[config.mk]
export PLATFORM = sky130hd
export DESIGN_NAME = secs_trim_prescaler
export DESIGN_NICKNAME = d
export VERILOG_FILES = /design/src/rtl/sprt_pkg.sv /design/src/rtl/sprt_window.sv /design/src/rtl/sprt_length.sv /design/src/rtl/sprt_counter.sv /design/src/rtl/secs_trim_prescaler.sv
export SDC_FILE = /design/constraint.sdc
export NUM_CORES = 1
export LEC_CHECK = 0
export BUFFER_PORTS_ARGS = -buffer_cell sky130_fd_sc_hd__buf_2
export CELL_PAD_IN_SITES_DETAIL_PLACEMENT = 0
export CELL_PAD_IN_SITES_GLOBAL_PLACEMENT = 1
export CORE_MARGIN = 5
export CORE_UTILIZATION = 45
export CTS_BUF_LIST = sky130_fd_sc_hd__clkbuf_16
export DETAILED_ROUTE_END_ITERATION = 12
export PLACE_DENSITY = 0.91
export SETUP_SLACK_MARGIN = 0.1
export SLEW_MARGIN = 25
export SYNTH_ARGS = -nofsm -noshare
export SYNTH_HDL_FRONTEND = slang
export SYNTH_HIERARCHICAL = 1
export SYNTH_SLANG_ARGS = --single-unit
[constraint.sdc]
create_clock -name clk -period 3.41 [get_ports clk]
set_input_delay 0.5115 -clock clk [delete_from_list [all_inputs] [get_ports clk]]
set_output_delay 0.5115 -clock clk [all_outputs]
set_load 0.005 [all_outputs]
[src/rtl/sprt_pkg.sv]
package sprt_pkg;

  localparam int TRIM_W    = 7;
  localparam int SLOT_CNT  = 3;
  localparam int MAX_SHIFT = 124;

  // Signed tick offset for a trimmed second.
  function automatic int trim_offset(input logic [TRIM_W-1:0] code);
    logic [5:0] inv;
    int         mag;
    if (code[5:1] == 5'd0) begin
      return 0;
    end
    if (!code[6]) begin
      mag = int'(code[5:0]) - 1;
      return 2 * mag;
    end
    inv = ~code[5:0];
    mag = int'(inv) + 1;
    return -2 * mag;
  endfunction

  // BCD seconds value of trim slot i: 00, 20, 40.
  function automatic logic [7:0] slot_bcd(input int i);
    return 8'(i * 32);
  endfunction

endpackage

[src/rtl/sprt_window.sv]
module sprt_window (
  input  logic [7:0] sec_bcd,
  output logic       trim_slot
);
  import sprt_pkg::*;

  logic [SLOT_CNT-1:0] slot_hit;

  for (genvar gi = 0; gi < SLOT_CNT; gi++) begin : g_slot
    assign slot_hit[gi] = (sec_bcd == slot_bcd(gi));
  end

  assign trim_slot = |slot_hit;
endmodule

[src/rtl/sprt_length.sv]
module sprt_length #(
  parameter int NOMINAL = 32768,
  parameter int CNT_W   = 16
) (
  input  logic [6:0]       trim_code,
  input  logic             trim_slot,
  output logic [CNT_W-1:0] next_len
);
  import sprt_pkg::*;

  logic signed [31:0] len_full;

  always_comb begin
    if (trim_slot) begin
      len_full = NOMINAL + trim_offset(trim_code);
    end else begin
      len_full = NOMINAL;
    end
    next_len = CNT_W'(len_full);
  end
endmodule

[src/rtl/sprt_counter.sv]
module sprt_counter #(
  parameter int NOMINAL = 32768,
  parameter int CNT_W   = 16
) (
  input  logic             clk,
  input  logic             rst_n,
  input  logic             tick,
  input  logic [CNT_W-1:0] next_len,
  output logic [CNT_W-1:0] cnt_q,
  output logic [CNT_W-1:0] len_q,
  output logic             start_evt,
  output logic             term_hit
);
  localparam logic [CNT_W-1:0] NOM_LEN = CNT_W'(NOMINAL);
  localparam logic [CNT_W-1:0] ONE     = CNT_W'(1);

  assign start_evt = tick && (cnt_q == '0);
  assign term_hit  = tick && (cnt_q == len_q - ONE);

  always_ff @(posedge clk) begin
    if (!rst_n) begin
      cnt_q <= '0;
      len_q <= NOM_LEN;
    end else begin
      if (tick) begin
        if (term_hit) begin
          cnt_q <= '0;
        end else begin
          cnt_q <= cnt_q + ONE;
        end
      end
      if (start_evt) begin
        len_q <= next_len;
      end
    end
  end
endmodule

[src/rtl/secs_trim_prescaler.sv]
module secs_trim_prescaler #(
  parameter int NOMINAL = 32768,
  parameter int CNT_W   = 16
) (
  input  logic       clk,
  input  logic       rst_n,
  input  logic       osc_tick,
  input  logic [6:0] trim_code,
  input  logic [7:0] sec_bcd,
  output logic       sec_inc,
  output logic       raw_tick_out
);
  logic             trim_slot;
  logic [CNT_W-1:0] next_len;
  logic [CNT_W-1:0] cnt_q;
  logic [CNT_W-1:0] len_q;
  logic             start_evt;
  logic             term_hit;

  sprt_window u_window (
    .sec_bcd   (sec_bcd),
    .trim_slot (trim_slot)
  );

  sprt_length #(.NOMINAL(NOMINAL), .CNT_W(CNT_W)) u_length (
    .trim_code (trim_code),
    .trim_slot (trim_slot),
    .next_len  (next_len)
  );

  sprt_counter #(.NOMINAL(NOMINAL), .CNT_W(CNT_W)) u_counter (
    .clk       (clk),
    .rst_n     (rst_n),
    .tick      (osc_tick),
    .next_len  (next_len),
    .cnt_q     (cnt_q),
    .len_q     (len_q),
    .start_evt (start_evt),
    .term_hit  (term_hit)
  );

  always_ff @(posedge clk) begin
    if (!rst_n) begin
      sec_inc <= 1'b0;
    end else begin
      sec_inc <= term_hit;
    end
  end

  assign raw_tick_out = osc_tick;
endmodule

Word-level counts from Yosys, hierarchy flattened
Index checks and enable logic that the tools add are counted.
Storage, ports and cells
  input bits: 18
  bits in registers: 33
  logic and storage cells: 30
  output and inout port bits: 2
Cells by class
  equality and inequality tests: 3
  muxes and demuxes: 11
  $add $sub $neg: 6
  bitwise gates (word level): 1
  reductions and logical operators: 6
Operator list (count)
  $mux 16: 6
  $add 16x1->16 const B: 1
  $add 16x16->16 const A: 1
  $eq 16x16->1: 1
  $logic_not 16->1: 1
  $sub 16x1->16 const B: 1
  $neg 7->15: 1
  $eq 8x6->1 const B: 1
  $eq 8x7->1 const B: 1
  $logic_not 8->1: 1
  $add 6x1->7 const B: 1
  $sub 6x1->7 const B: 1
  $not 6->6: 1
  $logic_not 5->1: 1
  $mux 1: 5
  $reduce_or 3->1: 1
  $logic_and 1x1->1: 2

Longest topological paths before layout
Gate-level depths: netlist of run 1.
  depth after elaboration: 10
  depth in mapped cells: 9
  depth with buffers taken out: 8

By module
Netlist of run 1, hierarchy kept.
By module, submodules not included
  sprt_counter: times used 1, cells an instance 241, area each 2009.4 sq um, seq. area each 640.6 sq um
  sprt_length: times used 1, cells an instance 36, area each 237.7 sq um, seq. area each 0.0 sq um
  secs_trim_prescaler: times used 1, cells an instance 3, area each 33.8 sq um, seq. area each 20.0 sq um
  sprt_window: times used 1, cells an instance 2, area each 22.5 sq um, seq. area each 0.0 sq um

Worst setup path before layout of run 1
No wires, ideal clock.
  kind: flip-flop to flip-flop
  start: reg u_counter.len_q[0]
  end: reg u_counter.cnt_q[10]
  data required time: 3.295 ns
  cell stages (with the launch flop): 10
  library setup time: 0.115 ns
  arrival: 2.358 ns
  clock period less this slack: 2.473 ns
  path slack: 0.937 ns
  path buffers: 1
  cells stage by stage: dfxtp_1 > inv_1 > ha_1 > nor3b_1 > nand2_1 > a2111oi_0 > o211ai_1 > o41ai_4 > buf_6 > nor2_1
On the way
  cells in the longest elaborated chain, start to end: 4
Ends and longest elaborated chain
  start: declaration: line sprt_counter.sv:10  | output logic [CNT_W-1:0] len_q,
  start signal: assignment: line sprt_counter.sv:33  | len_q <= next_len;
  $sub 16x1->16: line sprt_counter.sv:18  | assign term_hit = tick && (cnt_q == len_q - ONE);
  $eq 16x16->1: line sprt_counter.sv:18
  $logic_and 1x1->1: line sprt_counter.sv:18
  $mux 16: line sprt_counter.sv:26  | if (term_hit) begin
  end signal: assignment: line sprt_counter.sv:29  | cnt_q <= cnt_q + ONE;
  end: declaration: line sprt_counter.sv:9  | output logic [CNT_W-1:0] cnt_q,
No other way between the ends.
A chain may end at the register's enable or synchronous reset.

Worst setup path in the final report of run 1
  start: reg u_counter.len_q[0]
  end: reg u_counter.cnt_q[1]
Same word-level chain as after synthesis.

==> flow_metrics.tcl, run 1 <==
set metrics [dict create \
    gp_congestion 0.808 \
    arrival_ns 3.08 \
    final_common_cell "nand2_1" \
    p_int_uw 768 \
    cts_tree "done" \
    yosysUniqueCellTypes 58 \
    dp_cells 350 \
    sequentialPowerShare_pct 40.2 \
    clkPwrFrac_pct 50.6 \
    final.setup.worst_slack_ns 0.485 \
    final_hold_viol_count 0 \
    synth_edf_count 0 \
    clk_latency_ns 0.28 \
    comb_power_share_pct 9.2 \
    cp-start-kind "flip-flop" \
    start_util_pct 45.7 \
    rsz0062_at_grt "no" \
    critical_path_class "flip-flop to flip-flop" \
    tns_ns 0 \
    syn_to_final_growth_pct 8.04 \
    cap_viol_max_count 0 \
    p_leak_uw 0.000889 \
    overflow 0 \
    port_buffers 19 \
    fin_crit_ns 2.93 \
    via_per_inst 5.18 \
    htree_levels 2 \
    synth_ff_type "dfxtp_1" \
    async_reset_ff_share_pct 0 \
    hpwlAfterDp_mm 3.37 \
    ir_worst_vdd_uv 241 \
    synthTopCellsByArea "dfxtp_1 (29%), nand2_1 (8.1%), xnor2_1 (7.2%), nor2_1 (5.5%), xor2_1 (5.3%)" \
    clock_skew_ns 0.00378 \
    drc 0 \
    row_count 26 \
    synthCells 282 \
    cts.sinks 33 \
    first_iter_violations 73 \
    grt_pass1_vias 1739 \
    ctsResizeCount 0 \
    first_pass_iters 5 \
    finalSetupViolCount 0 \
    required_ns 3.57 \
    ys_ff_latch 33 \
    core_area_um2 5040 \
    drive_gt1_share_pct 14.6 \
    fin_cells 358 \
    wire_per_inst_um 12.7 \
    syn-num-nets 304 \
    grt_pass1_wl_mm 7.80 \
    swShare_pct 21.9 \
    grt_antenna_before_repair 0 \
    cts_buffers 5 \
    min_path_type "flip-flop to flip-flop" \
    fin_crit_sh_pct 85.8 \
    yosysWarnings 6 \
    die_h_um 81.5 \
    path_clk_slew_ns 0.05 \
    post_cts_buffers 0 \
    die_w_um 81.5 \
    dp_slack_ns 0.373 \
    most-common-layout-cells "nand2_1 (50), nor2_1 (34), dfxtp_1 (33)" \
    antenna_cells 0 \
    cellPowerDensity_nw_per_um2 396 \
    grt_use_total_pct 15.0 \
    drv_slew 0 \
    fin_util_pct 49.4 \
    antenna_left 0 \
    max_freq_mhz 342 \
    clockBufferDepth 2 \
    grt_max_degree 21 \
    io_pins 20 \
    synth_top_area_cell "dfxtp_1" \
    synth.avg_cell_area_um2 8.17 \
    status "finished clean" \
    tightest_slew_ns 0.701 \
    synth_top_cell_area_share_pct 28.7 \
    vias 1855 \
    maxSlewHeadroom_pct 52.8 \
    dieArea_um2 6650 \
    hold_buffers 0 \
    root_buffer "clkbuf_16" \
    crit_fanout 8 \
    syn_area_um2 2300 \
    p_total_uw 984 \
    final_nets 309 \
    wirelength_mm 4.55 \
    synth.yosys.seq_area_share_pct 28.7 \
    cp-end-kind "flip-flop" \
    power.switching_uw 216 \
]
sequential cells by signal, indices dropped and copies added, names as in the netlist:
| signal | count |
|---|---|
| u_counter/cnt_q | 16 |
| u_counter/len_q | 16 |
| sec_inc | 1 |
cell families (layout without fill, tap and decap cells):
logic type / after synthesis / count (layout) / synth area share (%)
and+or+nand+nor: 136 / 136 / 31.4
adders and majority gates: 4 / 4 / 2.17
buffers and inverters: 32 / 38 / 9.29
DFF: 33 / 33 / 28.7
AOI/OAI and AO/OA: 41 / 41 / 14.3
other: 1 / 1 / 0.163
muxes: 1 / 1 / 0.435
xor gates and xnor gates: 34 / 34 / 13.5
critical path, stage by stage (launching register included):
cell and delay (ns):
dfxtp_1 0.36, inv_1 0.08, ha_1 0.20, nor3b_2 0.29, nand2_1 0.15, a2111oi_0 0.45, o211ai_1 0.28, o41ai_4 0.65
buf_4 0.25, o22ai_1 0.10
layer usage:
layer | global-route usage, % | routed length, um | vias to the layer above | share of wire [%]
met4 | 5.74 | 91 | 0 | 2.0
met2 | 24.3 | 2080 | 47 | 46
met3 | 4.06 | 240 | 10 | 5.3
met1 | 18.8 | 2140 | 835 | 47
met5 | 0 | 0 | - | 0
li1 | - | - | 963 | -
cells in the mapped netlist (2+ instances only):
library cell / n
nand3_1: 3
o21ai_0: 4
ha_1: 4
nand2_1: 50
nor4_4: 2
xnor2_1: 19
or2b_2: 2
buf_4: 9
a21boi_0: 16
xor2_1: 14
a21oi_1: 3
nor4b_1: 3
nor4_1: 5
nor2_1: 34
a31oi_1: 2
dfxtp_1: 33
nor2b_1: 6
and2_1: 2
buf_6: 3
or4_4: 2
nor3_1: 3
nand2b_1: 2
nand4_1: 8
o22ai_1: 2
clkbuf_1: 8
o211ai_1: 3
inv_1: 8
and3b_1: 2
cell type report:
| class | instances | area [um2] |
|---|---|---|
| clock inverter | 3 | 37.5 |
| timing repair buffer | 21 | 110 |
| fill | 501 | 2550 |
| sequential | 33 | 661 |
| clock buffer | 5 | 125 |
| multi-input combinational | 217 | 1430 |
| tap | 70 | 87.6 |
| inverter | 9 | 33.8 |
final timing paths:
path | startpoint | to | slack (ns) | depth (start not counted)
min reg2reg | u_counter/len_q[15] | u_counter/len_q[15] | 0.49 | 2
min | u_counter/len_q[15] | u_counter/len_q[15] | 0.49 | 2
max | u_counter/len_q[0] | u_counter/cnt_q[1] | 0.48 | 9
max reg2reg | u_counter/len_q[0] | u_counter/cnt_q[1] | 0.48 | 9
through the flow:
stage / hold slack [ns] / area (um2)
5_1_grt: 0.544 / 2490
4_1_cts: 0.496 / 2480
3_3_place_gp: 0.474 / 2320
3_5_place_dp: 0.489 / 2320
6_report: 0.489 / 2490
2_1_floorplan: 0.459 / 2300
power groups by stage:
stage          registers, uW  logic, uW  clock network (uW)
3_3_place_gp             404       89.4                   0
2_1_floorplan            402       66.3                   0
3_5_place_dp             404       89.5                   0
6_report                 396       90.1                 498
5_1_grt                  396        102                 525
4_1_cts                  396       90.1                 507
Note: power is estimated with default switching activity, not from simulation.
==> run 2: changes to the inputs <==
--- a/config.mk
+++ b/config.mk
@@ -5,14 +5,15 @@
 export SDC_FILE = /design/constraint.sdc
 export NUM_CORES = 1
 export LEC_CHECK = 0
+export ABC_AREA = 1
 export BUFFER_PORTS_ARGS = -buffer_cell sky130_fd_sc_hd__buf_2
 export CELL_PAD_IN_SITES_DETAIL_PLACEMENT = 0
 export CELL_PAD_IN_SITES_GLOBAL_PLACEMENT = 1
 export CORE_MARGIN = 5
-export CORE_UTILIZATION = 45
+export CORE_UTILIZATION = 43
 export CTS_BUF_LIST = sky130_fd_sc_hd__clkbuf_16
 export DETAILED_ROUTE_END_ITERATION = 12
-export PLACE_DENSITY = 0.91
+export PLACE_DENSITY = 0.92
 export SETUP_SLACK_MARGIN = 0.1
 export SLEW_MARGIN = 25
 export SYNTH_ARGS = -nofsm -noshare
==> run 2 against run 1 <==
Against the previous run:
- critical endpoint is now u_counter/cnt_q[3]
- via count up 33%
- largest power group unchanged
- clock skew up 0.0020 ns
- hold slack better by 0.0049 ns
- non-clock buffer count down 2
- final cell count up 35%
- maximum frequency up 34%
- routed wire length up 33%
==> flow_metrics.tcl, run 2 <==
set metrics [dict create \
    comb_power_share_pct 26.0 \
    synth_most_common_cell "nand2_1" \
    r2r_slack_ns 1.23 \
    row_count 27 \
    die_h_um 86.5 \
    syn_area_um2 2510 \
    first_iter_violations 144 \
    cts.sinks 33 \
    r2r-start "u_counter/len_q[0]" \
    clkPwrFrac_pct 39.7 \
    synth_top_cell_area_share_pct 26.3 \
    rr_endpoint "u_counter/cnt_q[3]" \
    synth.avg_cell_area_um2 6.28 \
    htree_levels 2 \
    rsz0062_at_grt "no" \
    cts_tree "done" \
    dp_cells 477 \
    crit_start "u_counter/len_q[0]" \
    fin_area_um2 2750 \
    cap_viol_max_count 0 \
    cts_buffers 5 \
    swShare_pct 31.3 \
    final_hold_viol_count 0 \
    syn_to_final_growth_pct 9.51 \
    wirelength_mm 6.06 \
    synthCells 400 \
    most-common-layout-cells "nand2_1 (96), nor2_1 (70), inv_1 (48)" \
    ir_worst_vdd_uv 344 \
    cp-end-kind "flip-flop" \
    fill_cells 594 \
    synth_ff_type "dfxtp_1" \
    core_area_um2 5610 \
    tns_ns 0 \
    post_dp_cell_area_um2 2590 \
    clock_skew_ns 0.00580 \
    dieArea_um2 7470 \
    seq_area_um2 661 \
    finalSetupViolCount 0 \
    sequentialPowerShare_pct 34.3 \
    async_reset_ff_share_pct 0 \
    ctsResizeCount 0 \
    start_util_pct 44.8 \
    multiInputGateArea_um2 1540 \
    wire_per_inst_um 12.5 \
    grt_use_total_pct 17.1 \
    path_clk_slew_ns 0.05 \
    via_per_inst 5.08 \
    hpwlAfterDp_mm 4.75 \
    drc 0 \
    min_path_type "flip-flop to flip-flop" \
    arrival_ns 2.32 \
    yosysUniqueCellTypes 34 \
    die_w_um 86.5 \
    synthTopCellsByArea "dfxtp_1 (26%), nand2_1 (14%), nor2_1 (10%), inv_1 (7.0%), nand3_1 (6.8%)" \
    synth_edf_count 0 \
    crit_fanout 12 \
    synth.cells.most_frequent "nand2_1 (96), nor2_1 (70), inv_1 (47), nand3_1 (34), dfxtp_1 (33)" \
    vias 2462 \
    max_freq_mhz 459 \
    grt_pass1_vias 2201 \
    root_buffer "clkbuf_16" \
    r2r_cells 11 \
    gp_congestion 0.896 \
    required_ns 3.55 \
    cellPowerDensity_nw_per_um2 453 \
    final_common_cell "nand2_1" \
    drive_gt1_share_pct 13.8 \
    final_nets 434 \
    post_cts_buffers 0 \
    syn-num-nets 422 \
    antenna_cells 0 \
    hold_path_depth 2 \
    wl_met1_mm 2.90 \
    io_pins 20 \
    port_buffers 19 \
    synth_top_area_cell "dfxtp_1" \
    wl_met2_mm 2.75 \
    wl_met3_um 313 \
    fin_cells 485 \
    power.switching_uw 390 \
    clockBufferDepth 2 \
    cp-start-kind "flip-flop" \
    grt_pass1_wl_mm 10.2 \
    synth.yosys.seq_area_share_pct 26.3 \
    drv_slew 0 \
    grt_antenna_before_repair 0 \
    top_layer_used "met4" \
    grt_max_degree 26 \
    p_int_uw 856 \
    antenna_left 0 \
    tightest_slew_ns 0.655 \
    maxSlewHeadroom_pct 56.0 \
    status "finished clean" \
    yosysWarnings 6 \
    critical_path_class "flip-flop to flip-flop" \
    overflow 0 \
    fin_crit_sh_pct 63.9 \
    fin_crit_ns 2.18 \
    endpoint "u_counter/cnt_q[3]" \
    p_leak_uw 0.00128 \
    ys_ff_latch 33 \
    hold_buffers 0 \
    clk_latency_ns 0.28 \
    first_pass_iters 5 \
    reg_top3 "u_counter/cnt_q: 16 flops, u_counter/len_q: 16 flops, sec_inc: 1 flops" \
]
-- run 2: worst min-delay path by stage --
stage,startpoint,slack (ns),to
5_1_grt,u_counter/len_q[15],0.52,u_counter/len_q[15]
6_report,u_counter/len_q[15],0.49,u_counter/len_q[15]
2_1_floorplan,u_counter/len_q[15],0.45,u_counter/len_q[15]
4_1_cts,u_counter/len_q[15],0.49,u_counter/len_q[15]
3_5_place_dp,u_counter/len_q[15],0.48,u_counter/len_q[15]
3_3_place_gp,u_counter/len_q[15],0.46,u_counter/len_q[15]
-- run 2: kinds of logic after synthesis --
logic type	count (synthesis)	share of synthesized area, %
flip-flops	33	26.3
adder cells (fa/ha/maj)	4	1.99
AO/OA/AOI/OAI	33	7.62
XOR/XNOR	17	5.92
buffers and inverters	67	12.3
AND/OR/NAND/NOR	245	45.7
other	1	0.149
-- run 2: power by group through the flow --
| stage | registers, uW | logic [uW] | clock network (uW) |
|---|---|---|---|
| 6_report | 428 | 324 | 494 |
| 5_1_grt | 431 | 366 | 527 |
| 4_1_cts | 427 | 321 | 506 |
| 3_5_place_dp | 436 | 317 | 0 |
| 3_3_place_gp | 435 | 315 | 0 |
| 2_1_floorplan | 429 | 254 | 0 |
-- run 2: critical path, stage by stage (launching register included) --
cell and delay (ns):
dfxtp_1 0.32, inv_1 0.12, ha_1 0.28, nand2_1 0.10, nor2_1 0.18, nand3b_1 0.17
xor2_1 0.20, nand3_1 0.12, nor2_1 0.13, nand2_2 0.11, inv_2 0.23, nor3_1 0.07
-- run 2: per-stage QoR --
stage	power, uW	setup WS [ns]	hold WS, ns	util (%)
after floorplan	683	1.57	0.450	-
after global placement	750	1.40	0.462	46.2
after detailed placement	753	1.32	0.481	46.2
after CTS	1250	1.27	0.495	49.1
after global routing	1320	1.10	0.523	49.1
final	1250	1.23	0.494	49.1
-- run 2: final cells by class --
cell class                      count  share of cell area, %
Tap cell                           72                   3.27
Clock buffer                        5                   4.55
Clock inverter                      3                   1.36
Multi-Input combinational cell    300                   56.0
Timing Repair Buffer               19                   3.45
Sequential cell                    33                   24.0
Inverter                           53                   7.32
-- run 2: metal layers --
metal	up-vias	GRT usage, %
met1	1105	23.2
li1	1286	-
met2	62	27.6
met3	9	2.85
met4	0	4.96
met5	-	0
==> run 3: changes to the inputs <==
--- a/config.mk
+++ b/config.mk
@@ -5,15 +5,15 @@
 export SDC_FILE = /design/constraint.sdc
 export NUM_CORES = 1
 export LEC_CHECK = 0
-export ABC_AREA = 1
+export ABC_AREA = 0
 export BUFFER_PORTS_ARGS = -buffer_cell sky130_fd_sc_hd__buf_2
 export CELL_PAD_IN_SITES_DETAIL_PLACEMENT = 0
 export CELL_PAD_IN_SITES_GLOBAL_PLACEMENT = 1
 export CORE_MARGIN = 5
-export CORE_UTILIZATION = 43
+export CORE_UTILIZATION = 45
 export CTS_BUF_LIST = sky130_fd_sc_hd__clkbuf_16
 export DETAILED_ROUTE_END_ITERATION = 12
-export PLACE_DENSITY = 0.92
+export PLACE_DENSITY = 0.91
 export SETUP_SLACK_MARGIN = 0.1
 export SLEW_MARGIN = 25
 export SYNTH_ARGS = -nofsm -noshare
==> constraint.sdc (replaced) <==
create_clock -name clk -period 2.2 [get_ports clk]
set_input_delay 0.33 -clock clk [delete_from_list [all_inputs] [get_ports clk]]
set_output_delay 0.33 -clock clk [all_outputs]
set_load 0.005 [all_outputs]
==> run 3 against run 2 <==
Against the previous run:
- the run now ends with negative setup slack left
- first-iteration DRC count decreased by 59%
- sequential share of layout area shrank 1.3 points
- clock-buffer cell count stayed put
- largest cell class unchanged
- highest routed layer unchanged
==> flow_metrics.tcl, run 3 (synthesis results as in run 1) <==
set metrics [dict create \
    max_freq_mhz 406 \
    start_util_pct 45.7 \
    antenna_left 0 \
    final_hold_viol_count 0 \
    grt_antenna_before_repair 0 \
    rr_endpoint "u_counter/cnt_q[12]" \
    rsz0062_at_grt "yes" \
    final.setup.worst_slack_ns -0.262 \
    fin_crit_sh_pct 112 \
    grt_use_total_pct 17.6 \
    antenna_cells 0 \
    comb_power_share_pct 12.9 \
    post_dp_cell_area_um2 2600 \
    die_h_um 81.5 \
    path_clk_slew_ns 0.05 \
    wirelength_mm 5.37 \
    cellPowerDensity_nw_per_um2 495 \
    sequentialPowerShare_pct 42.0 \
    cp-end-kind "flip-flop" \
    vias 2025 \
    fin_crit_ns 2.46 \
    hpwlAfterDp_mm 3.85 \
    clkPwrFrac_pct 45.0 \
    clockBufferDepth 2 \
    cts.sinks 33 \
    finalSetupViolCount 17 \
    via_per_inst 5.11 \
    swShare_pct 24.2 \
    io_pins 20 \
    cts_buffers 5 \
    p_int_uw 1100 \
    grt_max_degree 21 \
    fin_area_um2 2930 \
    gp_congestion 0.842 \
    drc 0 \
    clock_skew_ns 0.00282 \
    tightest_slew_ns 0.605 \
    fill_cells 454 \
    grt_pass1_vias 2008 \
    ir_worst_vdd_uv 240 \
    maxSlewHeadroom_pct 59.7 \
    first_iter_violations 59 \
    wire_per_inst_um 13.5 \
    arrival_ns 2.63 \
    row_count 26 \
    status "finished, violations left" \
    tns_ns -3.93 \
    dieArea_um2 6650 \
    required_ns 2.37 \
    most-common-layout-cells "nand2_1 (48), buf_4 (34), dfxtp_1 (30)" \
    cts_tree "done" \
    syn_to_final_growth_pct 27.3 \
    hold_buffers 0 \
    cp-start-kind "flip-flop" \
    hold_path_depth 5 \
    crit_fanout 8 \
    drv_slew 0 \
    min-delay-start "trim_code[5]" \
    r2r_slack_ns -0.26 \
    critical_path_class "flip-flop to flip-flop" \
    first_pass_iters 5 \
    grt_pass1_wl_mm 9.14 \
    r2r-start "u_counter/len_q[3]" \
    power.switching_uw 351 \
    final_common_cell "nand2_1" \
    fin_util_pct 58.2 \
    r2r_cells 7 \
    overflow 0 \
    reg_top3 "u_counter/cnt_q: 16 flops, u_counter/len_q: 16 flops, sec_inc: 1 flops" \
    min_path_type "input port to flip-flop" \
    core_area_um2 5040 \
    die_w_um 81.5 \
    cap_viol_max_count 0 \
    final_nets 347 \
    root_buffer "clkbuf_16" \
    clk_latency_ns 0.28 \
    min_to "u_counter/len_q[6]" \
    p_leak_uw 0.00111 \
    htree_levels 2 \
    dp_slack_ns -0.352 \
    drive_gt1_share_pct 31.9 \
    violations "negative setup slack" \
    port_buffers 19 \
]
-- run 3: changes by cell type in the layout (fill, tap and decap cells not counted), moves of 6 or more --
cell      before  now
nand2_1       96   48
nor2_1        70   25
inv_1         48    8
buf_4          0   34
nand3_1       34    3
a21boi_0       0   15
xnor2_1        4   19
o21ai_0       16    2
a211oi_1       9    0
nor3_2         7    0
nor2b_1        0    6
-- run 3: per-layer routing --
metal,vias up,wire length [um],part of all wire (%),global-route usage (%)
met4,0,73,1.4,5.41
met2,40,2670,50,31.4
li1,1041,-,-,-
met5,-,0,0,0
met3,8,175,3.3,3.18
met1,936,2450,46,21.4
-- run 3: worst max path at each step --
stage	from	endpoint	slack [ns]	cells after the start
3_3_place_gp	u_counter/len_q[0]	u_counter/cnt_q[11]	-0.24	9
2_1_floorplan	u_counter/len_q[0]	u_counter/cnt_q[8]	-0.15	7
5_1_grt	u_counter/len_q[1]	u_counter/cnt_q[15]	-0.34	10
3_5_place_dp	u_counter/len_q[0]	u_counter/cnt_q[12]	-0.35	9
4_1_cts	u_counter/len_q[3]	u_counter/cnt_q[2]	-0.17	7
6_report	u_counter/len_q[3]	u_counter/cnt_q[12]	-0.26	7
-- run 3: area by class of cell --
class                   instances  area, um2  share of cell area (%)
inverters                       9       33.8                    1.15
flip-flops and latches         33        664                    22.7
repair buffers                 59        435                    14.8
clock inverters                 3       12.5                   0.427
multi-input cells             217       1570                    53.7
clock buffers                   5        125                    4.27
well taps                      70       87.6                    2.99
-- run 3: repair_timing --
action	CTS	global route
gates resized for setup	30	9
cloned	0	0
pin swaps	22	3
setup buffers	4	0
endpoints found under the setup margin	17	17
-- run 3: stage by stage --
stage,hold slack [ns],power [uW],cells
after CTS,0.400,1460,396
after detailed placement,0.489,787,384
after global routing,0.428,1510,396
final,0.412,1450,396
after floorplan,0.457,727,282
after global placement,0.483,783,384
-- run 3: worst max-delay path, cell delays in order (launching register included) --
cell and delay (ns):
dfxtp_2 0.33, or4_4 0.55, or4b_4 0.51, a21oi_4 0.16
o32ai_4 0.12, o41ai_4 0.43, buf_6 0.21, nor2_2 0.05
-- run 3: power by group through the flow --
stage / clock (uW) / sequential, uW / combinational (uW)
3_5_place_dp: 0 / 622 / 165
6_report: 654 / 610 / 187
5_1_grt: 693 / 610 / 206
3_3_place_gp: 0 / 622 / 161
4_1_cts: 665 / 609 / 183
2_1_floorplan: 0 / 623 / 103
